[config.mk]
export PLATFORM = sky130hd
export DESIGN_NAME = bus_parity_unit
export DESIGN_NICKNAME = d
export VERILOG_FILES = /design/src/rtl/bus_parity_pkg.sv /design/src/rtl/bus_parity_tree.sv /design/src/rtl/bus_parity_drive.sv /design/src/rtl/bus_parity_check.sv /design/src/rtl/bus_parity_unit.sv
export SDC_FILE = /design/constraint.sdc
export NUM_CORES = 1
export LEC_CHECK = 0
export ABC_AREA = 1
export BUFFER_PORTS_ARGS = -buffer_cell sky130_fd_sc_hd__buf_2
export CELL_PAD_IN_SITES_DETAIL_PLACEMENT = 2
export CELL_PAD_IN_SITES_GLOBAL_PLACEMENT = 2
export CORE_MARGIN = 1.5
export CORE_UTILIZATION = 22
export CTS_CLUSTER_SIZE = 28
export DETAILED_ROUTE_END_ITERATION = 6
export PLACE_DENSITY_LB_ADDON = 0.08
export SYNTH_ARGS = -nofsm -noshare
export SYNTH_HDL_FRONTEND = slang
export SYNTH_SLANG_ARGS = --single-unit
[constraint.sdc]
create_clock -name clk -period 1.5 [get_ports clk]
set_input_delay 0.3 -clock clk [delete_from_list [all_inputs] [get_ports clk]]
set_output_delay 0.3 -clock clk [all_outputs]
set_load 0.005 [all_outputs]
[src/rtl/bus_parity_pkg.sv]
package bus_parity_pkg;
  localparam int unsigned AD_W  = 32;
  localparam int unsigned CBE_W = 4;

  typedef struct packed {
    logic addr;
    logic wdata;
    logic rdata;
  } phase_t;
endpackage

[src/rtl/bus_parity_tree.sv]
module bus_parity_tree #(
  parameter int unsigned AD_W  = 32,
  parameter int unsigned CBE_W = 4,
  parameter int unsigned LANE  = 8
) (
  input  logic [AD_W-1:0]  ad_i,
  input  logic [CBE_W-1:0] cbe_i,
  output logic             par_o
);
  localparam int unsigned NLANE = (AD_W + LANE - 1) / LANE;
  localparam int unsigned PAD_W = NLANE * LANE;

  logic [PAD_W-1:0] padded;
  logic [NLANE-1:0] lane_par;

  assign padded = {{(PAD_W-AD_W){1'b0}}, ad_i};

  for (genvar g = 0; g < NLANE; g++) begin : g_lane
    assign lane_par[g] = ^padded[g*LANE +: LANE];
  end

  assign par_o = (^lane_par) ^ (^cbe_i);
endmodule

[src/rtl/bus_parity_drive.sv]
module bus_parity_drive
  import bus_parity_pkg::*;
(
  input  logic   clk,
  input  logic   rst_n,
  input  phase_t ph_i,
  input  logic   is_master_i,
  input  logic   calc_par_i,
  output logic   par_o,
  output logic   par_oe_o
);
  logic own_now;

  assign own_now = (is_master_i & (ph_i.addr | ph_i.wdata)) |
                   (~is_master_i & ph_i.rdata);

  always_ff @(posedge clk or negedge rst_n) begin
    if (!rst_n) begin
      par_o    <= 1'b0;
      par_oe_o <= 1'b0;
    end else begin
      par_o    <= calc_par_i;
      par_oe_o <= own_now;
    end
  end

  // a locally owned phase enables the parity pin on the next clock
  assert_oe_follows_R2: assert property (@(posedge clk) disable iff (!rst_n)
    (is_master_i && ph_i.addr) |=> par_oe_o);
  assert_no_oe_on_rx_R2: assert property (@(posedge clk) disable iff (!rst_n)
    (!is_master_i && ph_i.wdata && !ph_i.addr && !ph_i.rdata) |=> !par_oe_o);
endmodule

[src/rtl/bus_parity_check.sv]
module bus_parity_check
  import bus_parity_pkg::*;
(
  input  logic   clk,
  input  logic   rst_n,
  input  phase_t ph_i,
  input  logic   is_master_i,
  input  logic   chk_en_i,
  input  logic   calc_par_i,
  input  logic   par_i,
  output logic   perr_o,
  output logic   perr_oe_o,
  output logic   serr_oe_o
);
  logic rx_data_q, rx_addr_q, exp_q;
  logic perr_act_q, perr_rel_q, serr_q;
  logic mism, err_data, err_addr;

  always_ff @(posedge clk or negedge rst_n) begin
    if (!rst_n) begin
      rx_data_q <= 1'b0;
      rx_addr_q <= 1'b0;
      exp_q     <= 1'b0;
    end else begin
      rx_data_q <= chk_en_i & ((~is_master_i & ph_i.wdata) | (is_master_i & ph_i.rdata));
      rx_addr_q <= chk_en_i & ~is_master_i & ph_i.addr;
      exp_q     <= calc_par_i;
    end
  end

  assign mism     = par_i ^ exp_q;
  assign err_data = rx_data_q & mism;
  assign err_addr = rx_addr_q & mism;

  always_ff @(posedge clk or negedge rst_n) begin
    if (!rst_n) begin
      perr_act_q <= 1'b0;
      perr_rel_q <= 1'b0;
      serr_q     <= 1'b0;
    end else begin
      perr_act_q <= err_data;
      perr_rel_q <= perr_act_q & ~err_data;
      serr_q     <= err_addr;
    end
  end

  assign perr_o    = ~perr_act_q;
  assign perr_oe_o = perr_act_q | perr_rel_q;
  assign serr_oe_o = serr_q;

  // after a low drive the pin is either low again or driven high
  assert_low_then_driven_R4: assert property (@(posedge clk) disable iff (!rst_n)
    (perr_oe_o && !perr_o) |=> perr_oe_o);
  // the high drive lasts one clock only
  assert_high_once_R4: assert property (@(posedge clk) disable iff (!rst_n)
    (perr_oe_o && perr_o) |=> (!perr_oe_o || !perr_o));
  // an error drive traces back to an enabled data phase two clocks earlier
  assert_suppress_R7: assert property (@(posedge clk) disable iff (!rst_n)
    perr_act_q |-> $past(chk_en_i, 2));
  // system error only from a target-side address phase
  assert_serr_src_R6: assert property (@(posedge clk) disable iff (!rst_n)
    serr_oe_o |-> ($past(ph_i.addr, 2) && !$past(is_master_i, 2)));
endmodule

[src/rtl/bus_parity_unit.sv]
module bus_parity_unit
  import bus_parity_pkg::*;
(
  input  logic             clk,
  input  logic             rst_n,
  input  logic [AD_W-1:0]  ad_i,
  input  logic [CBE_W-1:0] cbe_i,
  input  logic             addr_ph_i,
  input  logic             wdata_ph_i,
  input  logic             rdata_ph_i,
  input  logic             is_master_i,
  input  logic             chk_en_i,
  input  logic             par_i,
  output logic             par_o,
  output logic             par_oe_o,
  output logic             perr_o,
  output logic             perr_oe_o,
  output logic             serr_oe_o
);
  phase_t ph;
  logic   calc_par;

  assign ph = '{addr: addr_ph_i, wdata: wdata_ph_i, rdata: rdata_ph_i};

  bus_parity_tree #(.AD_W(AD_W), .CBE_W(CBE_W), .LANE(8)) u_tree (
    .ad_i  (ad_i),
    .cbe_i (cbe_i),
    .par_o (calc_par)
  );

  bus_parity_drive u_drive (
    .clk         (clk),
    .rst_n       (rst_n),
    .ph_i        (ph),
    .is_master_i (is_master_i),
    .calc_par_i  (calc_par),
    .par_o       (par_o),
    .par_oe_o    (par_oe_o)
  );

  bus_parity_check u_check (
    .clk         (clk),
    .rst_n       (rst_n),
    .ph_i        (ph),
    .is_master_i (is_master_i),
    .chk_en_i    (chk_en_i),
    .calc_par_i  (calc_par),
    .par_i       (par_i),
    .perr_o      (perr_o),
    .perr_oe_o   (perr_oe_o),
    .serr_oe_o   (serr_oe_o)
  );

  // reset leaves every pin released
  assert_reset_quiet_R9: assert property (@(posedge clk)
    !rst_n |=> (!rst_n -> (!par_oe_o && !perr_oe_o && !serr_oe_o)));
endmodule

---- Word level (Yosys, flattened, before mapping) ----
Cells that the tools add are included.
operators by class
  bitwise logic cells ..................... 19
  reduce and logical (&&, ||, !) cells .... 6
operator list
  kind                 number
  XOR reduction 8 bit  4
  AND 1 bit            10
  XOR reduction 4 bit  2
  bitwise OR 1 bit     4
  NOT 1 bit            3
  XOR 1 bit            2
word-level totals
  register bits after elaboration ......... 7
  bits of input ports ..................... 44
  output and inout port bits .............. 5
  word-level logic and storage cells ...... 32

---- Longest topological paths before layout ----
Gate-level depths: netlist of run 1.
  word-level depth ........................ 4
  depth in mapped cells ................... 13
  mapped depth without buffers ............ 13

---- By module ----
From an unflattened synthesis of run 1, not the netlist that was laid out.
second synthesis, totals
  cells, all modules ...................... 205
  area total of the unflattened synthesis .. 1,042.2 µm²
by module, submodules not included
  module            instances  cells each  area an instance (µm²)  seq. area each (µm²)
  bus_parity_tree   1          177         749.5                   0.0
  bus_parity_check  1          22          226.5                   150.1
  bus_parity_drive  1          6           66.3                    50.0

---- Least setup slack after synthesis of run 1 ----
Ideal clock, no wire load.
  kind .................................... input to register
  start ................................... input ad_i[30]
  end ..................................... register u_check.exp_q
  library setup time ...................... 0.117 ns
  arrival time ............................ 0.988 ns
  required time ........................... 1.383 ns
  setup slack ............................. 0.395 ns
  cell stages on the path ................. 12
  path buffers ............................ 0
  path through ............................ inv_1 nand2_1 nand2_2 nand2_2 nand2_2 nand3_1 nand2_1 nand2_1 nand2_2 nand2_1 nand3_1 nand2_1
on the way
  cells in the longest elaborated chain, start to end .. 3
ends and longest elaborated chain
  element               line                    RTL
  from (decl)           bus_parity_unit.sv:6    input logic [AD_W-1:0] ad_i,
  XOR reduction 8 bit   bus_parity_tree.sv:19   assign lane_par[g] = ^padded[g*LANE +: LANE];
  XOR reduction 4 bit   bus_parity_tree.sv:22   assign par_o = (^lane_par) ^ (^cbe_i);
  XOR 1 bit             bus_parity_tree.sv:22
  named net calc_par    bus_parity_unit.sv:21   logic calc_par;
  to (signal assigned)  bus_parity_check.sv:27  exp_q <= calc_par_i;
  to (decl)             bus_parity_check.sv:15  logic rx_data_q, rx_addr_q, exp_q;
The timed path passes the listed nets, and every way through them passes these cells.

---- Final worst setup path of run 1 ----
  start ................................... register u_check.perr_act_q
  end ..................................... output perr_oe_o
on the way
  cells in the longest elaborated chain, start to end .. 1
ends and longest elaborated chain
  element                 line                    RTL
  from (decl)             bus_parity_check.sv:16  logic perr_act_q, perr_rel_q, serr_q;
  from (signal assigned)  bus_parity_check.sv:41  perr_act_q <= err_data;
  bitwise OR 1 bit        bus_parity_check.sv:48  assign perr_oe_o = perr_act_q | perr_rel_q;
  to (decl)               bus_parity_unit.sv:17   output logic perr_oe_o,
Every way passes these cells.

==> key figures, run 1 <==
Final layout
  – Ratio of cells with drive above 1 in the final layout: 0.250
  – Post-layout nets: 349
  – Final Util: 0.303
  – Area Growth Syn to Fin: 32.9%
  – N_diodes: 0
  – Fin area: between 1500 and 2000 um^2

Pwr
  – Sequential power share: 0.239
  – Power per Cell Area: around 600 nW/um^2
  – Clock power frac: 0.286
  – VDD IR max: 250 uV
  – Comb pwr share: 0.475
  – Switch share: 0.381
  – Leakage Power: 1.08 nW
  – Sw Pwr: roughly 0.35 mW
  – Power Internal: 0.571 mW

Drt
  – DR WL/cell: between 8 and 9 um
  – Post-route ant nets: 0
  – Vias: around 1500
  – Drt drc: 0
  – Detailed Route WL: 3.34 mm
  – Iteration-0 DRC Markers: 16
  – First-pass DRT Iterations: 4
  – Via/cell ratio: 4.13

Logic synthesis
  – Post-synth top area cell: nand2_1
  – Top cell type's share of synthesized area: 0.535
  – Sequential area share after synthesis: 0.151
  – Synth warn: 0
  – Area contributors post-synth: nand2_1 (54%), dfrtp_1 (15%), inv_1 (11%)
  – Netlist cell types: 13
  – Synth Area per Inst: 4.64 um^2
  – Area of the mapped netlist: between 1000 and 1500 um^2
  – Yosys reg bits: 7
  – Synthesized Nets: 295
  – Cells after synthesis: around 250

Floorplanning
  – Die area: approximately 5700 um^2
  – Die Width: ~76 um
  – Ports: ~50
  – Initial Util: 0.228
  – Num rows: 26
  – Die Height: about 76 um
  – Core area: about 5100 um^2

Timing
  – Period minus WS final: between 1 and 1.5 ns
  – Endpoints failing setup: 0
  – Max_slew headroom: 0.833
  – Hold WS: between 0.2 and 0.3 ns
  – Final hold violations: 0
  – Final Max Tran Viols: 0
  – Fmax: 750 MHz
  – Setup TNS: 0 ns
  – Worst slew pin tran: approximately 0.25 ns
  – Setup WS post-layout: roughly 0.17 ns
  – RSZ-0062 raised after global routing: no
  – Tcrit/Tclk final: 0.889
  – Clock skew: a little under 0.0007 ns

Clock tree
  – Clk root buf: clkbuf_8
  – CTS Buf Count: 3
  – Post-CTS Setup Repair Bufs: 0
  – Depth of the CTS H-tree: 1
  – CTS tree: yes
  – Clock latency on the worst-skew pair: roughly 0.23 ns
  – Clk sinks: 7
  – Clock slew seen by the registers of the worst setup and hold paths: 0.04 ns
  – Clock buffer depth: 2

Worst setup path
  – Slowest CP cell: dfrtp_1
  – Critical Path AT: slightly above 1 ns
  – CP startpoint kind: flip-flop
  – CP Cell Sequence: or2_2 > buf_2
  – Largest delay share family, worst path: flip-flops
  – CP Launch Point: u_check.perr_act_q$_DFF_PN0_
  – Biggest cell delay along the critical path: approximately 0.38 ns
  – Worst Path Max Fanout: 3
  – Crit path kind: reg -> out
  – Critical Path Sink Type: primary output
  – Reg-to-reg startpoint: u_check.exp_q$_DFF_PN0_
  – Buffers and inverters on the worst path: 1
  – R2r setup slk: between 0.6 and 0.7 ns
  – Req. time, crit path: ~1.2 ns

Global routing
  – Gr usage total: 0.121
  – Total gr overflow: 0
  – Largest net degree at the start of global routing: 8
  – Initial antenna violation count: 0
  – First-pass GRT wire length: roughly 5.7 mm
  – Vias in the first global route: 1469

Place
  – GPL Wtd Cong: between 0.7 and 0.8
  – DP Wirelength: around 3.0 mm
  – Pre-CTS setup slack: approximately 0.13 ns
  – Port bufs: 48
  – Area after DPL: 1490 um^2

Job
  – MaxCap Viol Count: 0

Outcome
  – Status: finished clean

Min path
  – Hold Startpoint: is_master_i
  – Hold WC Path Type: in -> reg
## worst reg2reg max path, stage by stage, from the launching register on
cell and delay (ns):
dfrtp_1 0.38, xnor2_1 0.16, o21ai_0 0.17, inv_1 0.05
## layout by cell type, fill, tap and decap left out, drive strengths merged
cell / Yosys / layout
nor2: 5 / 5
inv: 44 / 44
a21oi: 1 / 1
xor2: 2 / 2
xnor2: 2 / 2
or2: 1 / 1
dfrtp: 7 / 7
clkbuf: 0 / 4
buf: 0 / 48
nand3: 5 / 5
nand2: 180 / 180
dlygate4sd3: 0 / 1
o21ai: 4 / 4
## sequential cells by signal (all words and copies together) (netlist names)
register	flops
u_check.exp_q	1
u_check.perr_act_q	1
u_check.perr_rel_q	1
u_check.rx_addr_q	1
u_check.rx_data_q	1
u_check.serr_oe_o	1
u_drive.par_oe_o	1
## area by class of cell
cell class	instances	area, um^2
timing repair buffer	49	250
tap	70	87.6
inverter	44	165
fill	704	3560
sequential	7	175
clock buffer	4	45.0
multi-input combinational	200	823
## metrics by stage
stage / cells / total power, mW
global placement: 369 / 0.656
finish: 374 / 0.922
detailed placement: 369 / 0.670
floorplan: 251 / 0.504
global route: 374 / 1.03
CTS: 374 / 0.948
## power by group through the flow
stage          combinational, mW  sequential, mW  clock (mW)
2_1_floorplan              0.281           0.224           0
3_3_place_gp               0.433           0.223           0
3_5_place_dp               0.447           0.223           0
4_1_cts                    0.452           0.221       0.275
5_1_grt                    0.525           0.222       0.278
6_report                   0.438           0.220       0.264
## path summary, 6_finish.rpt
path / to / cells after the start
min reg2reg: u_check.serr_oe_o$_DFF_PN0_ / 2
min: u_check.rx_addr_q$_DFF_PN0_ / 2
max in group asynchronous: u_check.perr_rel_q$_DFF_PN0_ / 2
min in group asynchronous: u_check.rx_data_q$_DFF_PN0_ / 2
max reg2reg: u_check.perr_rel_q$_DFF_PN0_ / 3
max: perr_oe_o / 2
## cells in the mapped netlist
| cell | count |
|---|---|
| nand3_1 | 5 |
| o21ai_0 | 4 |
| xnor2_1 | 2 |
| nand2_1 | 166 |
| nor2_1 | 4 |
| a21oi_1 | 1 |
| dfrtp_1 | 7 |
| nor2_2 | 1 |
| or2_2 | 1 |
| inv_1 | 35 |
| xor2_1 | 2 |
| inv_2 | 9 |
| nand2_2 | 14 |
## cells by family after synthesis
group	synth area share
AO/OA/AOI/OAI	0.0215
XOR/XNOR	0.0301
buffers and inverters	0.142
flip-flops	0.151
AND/OR/NAND/NOR	0.656
## layer usage
metal,routed length [um],GRT usage,share of wire
met1,1540,0.151,0.46
met3,99,0.00794,0.030
met5,0,0,0
met4,14,0.0298,0.0042
met2,1680,0.224,0.50
## repair_timing
action / 4_1_cts / 5_1_grt
hold buffers: 1 / 0
resized for setup: 0 / 0
endpoints found under the setup margin: 0 / 0
hold endpoints to repair: 7 / 0
Power figures use the tool's default switching activity.
==> inputs of run 2 (changes only) <==
- CORE_ASPECT_RATIO: unset -> 0.8
==> run 2 against run 1 <==
Against the previous run: setup slack improved by 0.024 ns; cell count decreased by 2.1%; clock-buffer cell count unchanged; critical path depth unchanged; wire length decreased by 3.7%; largest power group unchanged.
==> key figures, run 2 (synthesized netlist as in run 1, its figures left out) <==
Floorplanning
  – Core area: 5060 um^2 (-0.83%)
  – Die Width: 84.3 um (+11%)
  – Num rows: 23 (-12%)
  – Die area: 5740 um^2 (about the same)
  – Initial Util: 0.230 (+0.00191)
  – Ports: 49 (unchanged)
  – Die Height: 68.1 um (-10%)

Min path
  – Hold Startpoint: is_master_i
  – Hold EP: u_check.rx_addr_q$_DFF_PN0_
  – Hold WC Path Type: in -> reg
  – Hold Crit Depth: 2 (unchanged)

Pwr
  – Leakage Power: 1.08 nW (unchanged)
  – VDD IR max: 450 uV (+80%)
  – Power per Cell Area: 598 nW/um^2 (+0.30%)

Drt
  – Vias: 1523 (-1.3%)
  – Detailed Route WL: 3.21 mm (-3.7%)
  – Drt drc: 0 (unchanged)
  – DR WL/cell: 8.78 um (-1.6%)
  – Post-route ant nets: 0 (unchanged)
  – First-pass DRT Iterations: 4 (unchanged)
  – Iteration-0 DRC Markers: 19 (+3)
  – Via/cell ratio: 4.16 (+0.86%)

Clock tree
  – Clock buffer depth: 2 (unchanged)
  – Post-CTS Setup Repair Bufs: 0 (unchanged)
  – CTS Buf Count: 3 (unchanged)
  – Clk sinks: 7 (unchanged)
  – Clock slew seen by the registers of the worst setup and hold paths: 0.04 ns (about the same)
  – CTS tree: yes
  – Hold-fix buffers, CTS: 1 (unchanged)
  – Clk root buf: clkbuf_8
  – Post_cts resized: 0 (unchanged)
  – Depth of the CTS H-tree: 1 (unchanged)
  – Clock latency on the worst-skew pair: 0.22 ns (about the same)

Worst setup path
  – Crit path kind: reg -> out
  – Worst Path Max Fanout: 3 (unchanged)
  – Req. time, crit path: 1.20 ns (about the same)
  – Slowest CP cell: dfrtp_1
  – CP startpoint kind: flip-flop
  – Critical Path AT: 1.01 ns (-0.02 ns)
  – CP Cell Sequence: or2_2 > buf_2
  – Reg2Reg Depth: 3 (unchanged)
  – Reg-to-Reg End: u_check.perr_rel_q$_DFF_PN0_
  – Critical Path Sink Type: primary output
  – R2r setup slk: 0.60 ns (-0.03 ns)
  – Biggest cell delay along the critical path: 0.38 ns (about the same)
  – Reg-to-reg startpoint: u_check.exp_q$_DFF_PN0_

Timing
  – Clock skew: 0.00228 ns (+0.00160 ns)
  – Final Max Tran Viols: 0 (unchanged)
  – Hold WS: 0.280 ns (-0.000284 ns)
  – Fmax: 764 MHz (+1.8%)
  – Tcrit/Tclk final: 0.873 (-0.0157)
  – Period minus WS final: 1.31 ns (-0.0235 ns)
  – Final hold violations: 0 (unchanged)
  – Endpoints failing setup: 0 (unchanged)
  – RSZ-0062 raised after global routing: no
  – Setup TNS: 0 ns (unchanged)
  – Max_slew headroom: 0.815 (-0.0184)
  – Worst slew pin tran: 0.276 ns (+0.0274 ns)

Final layout
  – Commonest non-fill, non-tap cell in the layout: nand2_1
  – N_diodes: 0 (unchanged)
  – Fill count: 696 (-1.1%)
  – Ratio of cells with drive above 1 in the final layout: 0.250 (unchanged)
  – Most frequent cells in the layout: nand2_1 (166), buf_2 (48), inv_1 (35)
  – Final Util: 0.303 (+0.000567)
  – Area Growth Syn to Fin: 32.0%
  – Post-layout nets: 349 (unchanged)

Global routing
  – Vias in the first global route: 1491 (+1.5%)
  – Gr usage total: 0.121 (+0.000146)
  – Largest net degree at the start of global routing: 8 (unchanged)
  – Initial antenna violation count: 0 (unchanged)
  – Total gr overflow: 0 (unchanged)
  – First-pass GRT wire length: 5.90 mm (+4.0%)

Job
  – MaxCap Viol Count: 0 (unchanged)

Outcome
  – Status: finished clean

Place
  – Port bufs: 48 (unchanged)
  – GPL Wtd Cong: 0.706 (+0.37%)
  – DP Wirelength: 3.00 mm (-0.76%)
==> run 2: worst max path at each step <==
stage | start | end | slack [ns] | cells past startpoint
floorplan | ad_i[30] | u_check.exp_q$_DFF_PN0_ | 0.40 | 12
global placement | ad_i[3] | u_check.exp_q$_DFF_PN0_ | 0.16 | 13
detailed placement | ad_i[26] | u_check.exp_q$_DFF_PN0_ | 0.10 | 13
CTS | u_check.perr_act_q$_DFF_PN0_ | perr_oe_o | 0.18 | 2
global route | u_check.perr_act_q$_DFF_PN0_ | perr_oe_o | 0.14 | 2
finish | u_check.perr_act_q$_DFF_PN0_ | perr_oe_o | 0.19 | 2
==> run 2: through the flow <==
step	instance area (um^2)	cells	worst slack (ns)	total power, mW
floorplan	1160	251	0.395	0.504
global placement	1480	361	0.156	0.658
detailed placement	1480	361	0.105	0.671
CTS	1540	366	0.176	0.943
global route	1540	366	0.140	1.03
finish	1540	366	0.190	0.919
==> run 2: final cells by class <==
type                            instances  area [um^2]  share of cell area
Inverter                               44          165               0.107
Tap cell                               62         77.6              0.0505
Sequential cell                         7          175               0.114
Clock buffer                            4         45.0              0.0293
Multi-Input combinational cell        200          823               0.536
Timing Repair Buffer                   49          250               0.163
==> run 2: critical path, delay by kind of cell, from the launching register on <==
kind                   cells  cell delay (ns)
and+or+nand+nor            1             0.29
buffers and inverters      1             0.12
DFF                        1             0.38
==> run 2: per-layer routing <==
metal	GRT usage	routed length [um]
met1	0.155	1600
met2	0.221	1480
met3	0.0229	128
met4	0.0123	0
met5	0	0
==> run 2: power breakdown <==
part	switching [mW]	internal [mW]
clock	0.0760	0.183
combinational	0.263	0.176
sequential	0.00943	0.211
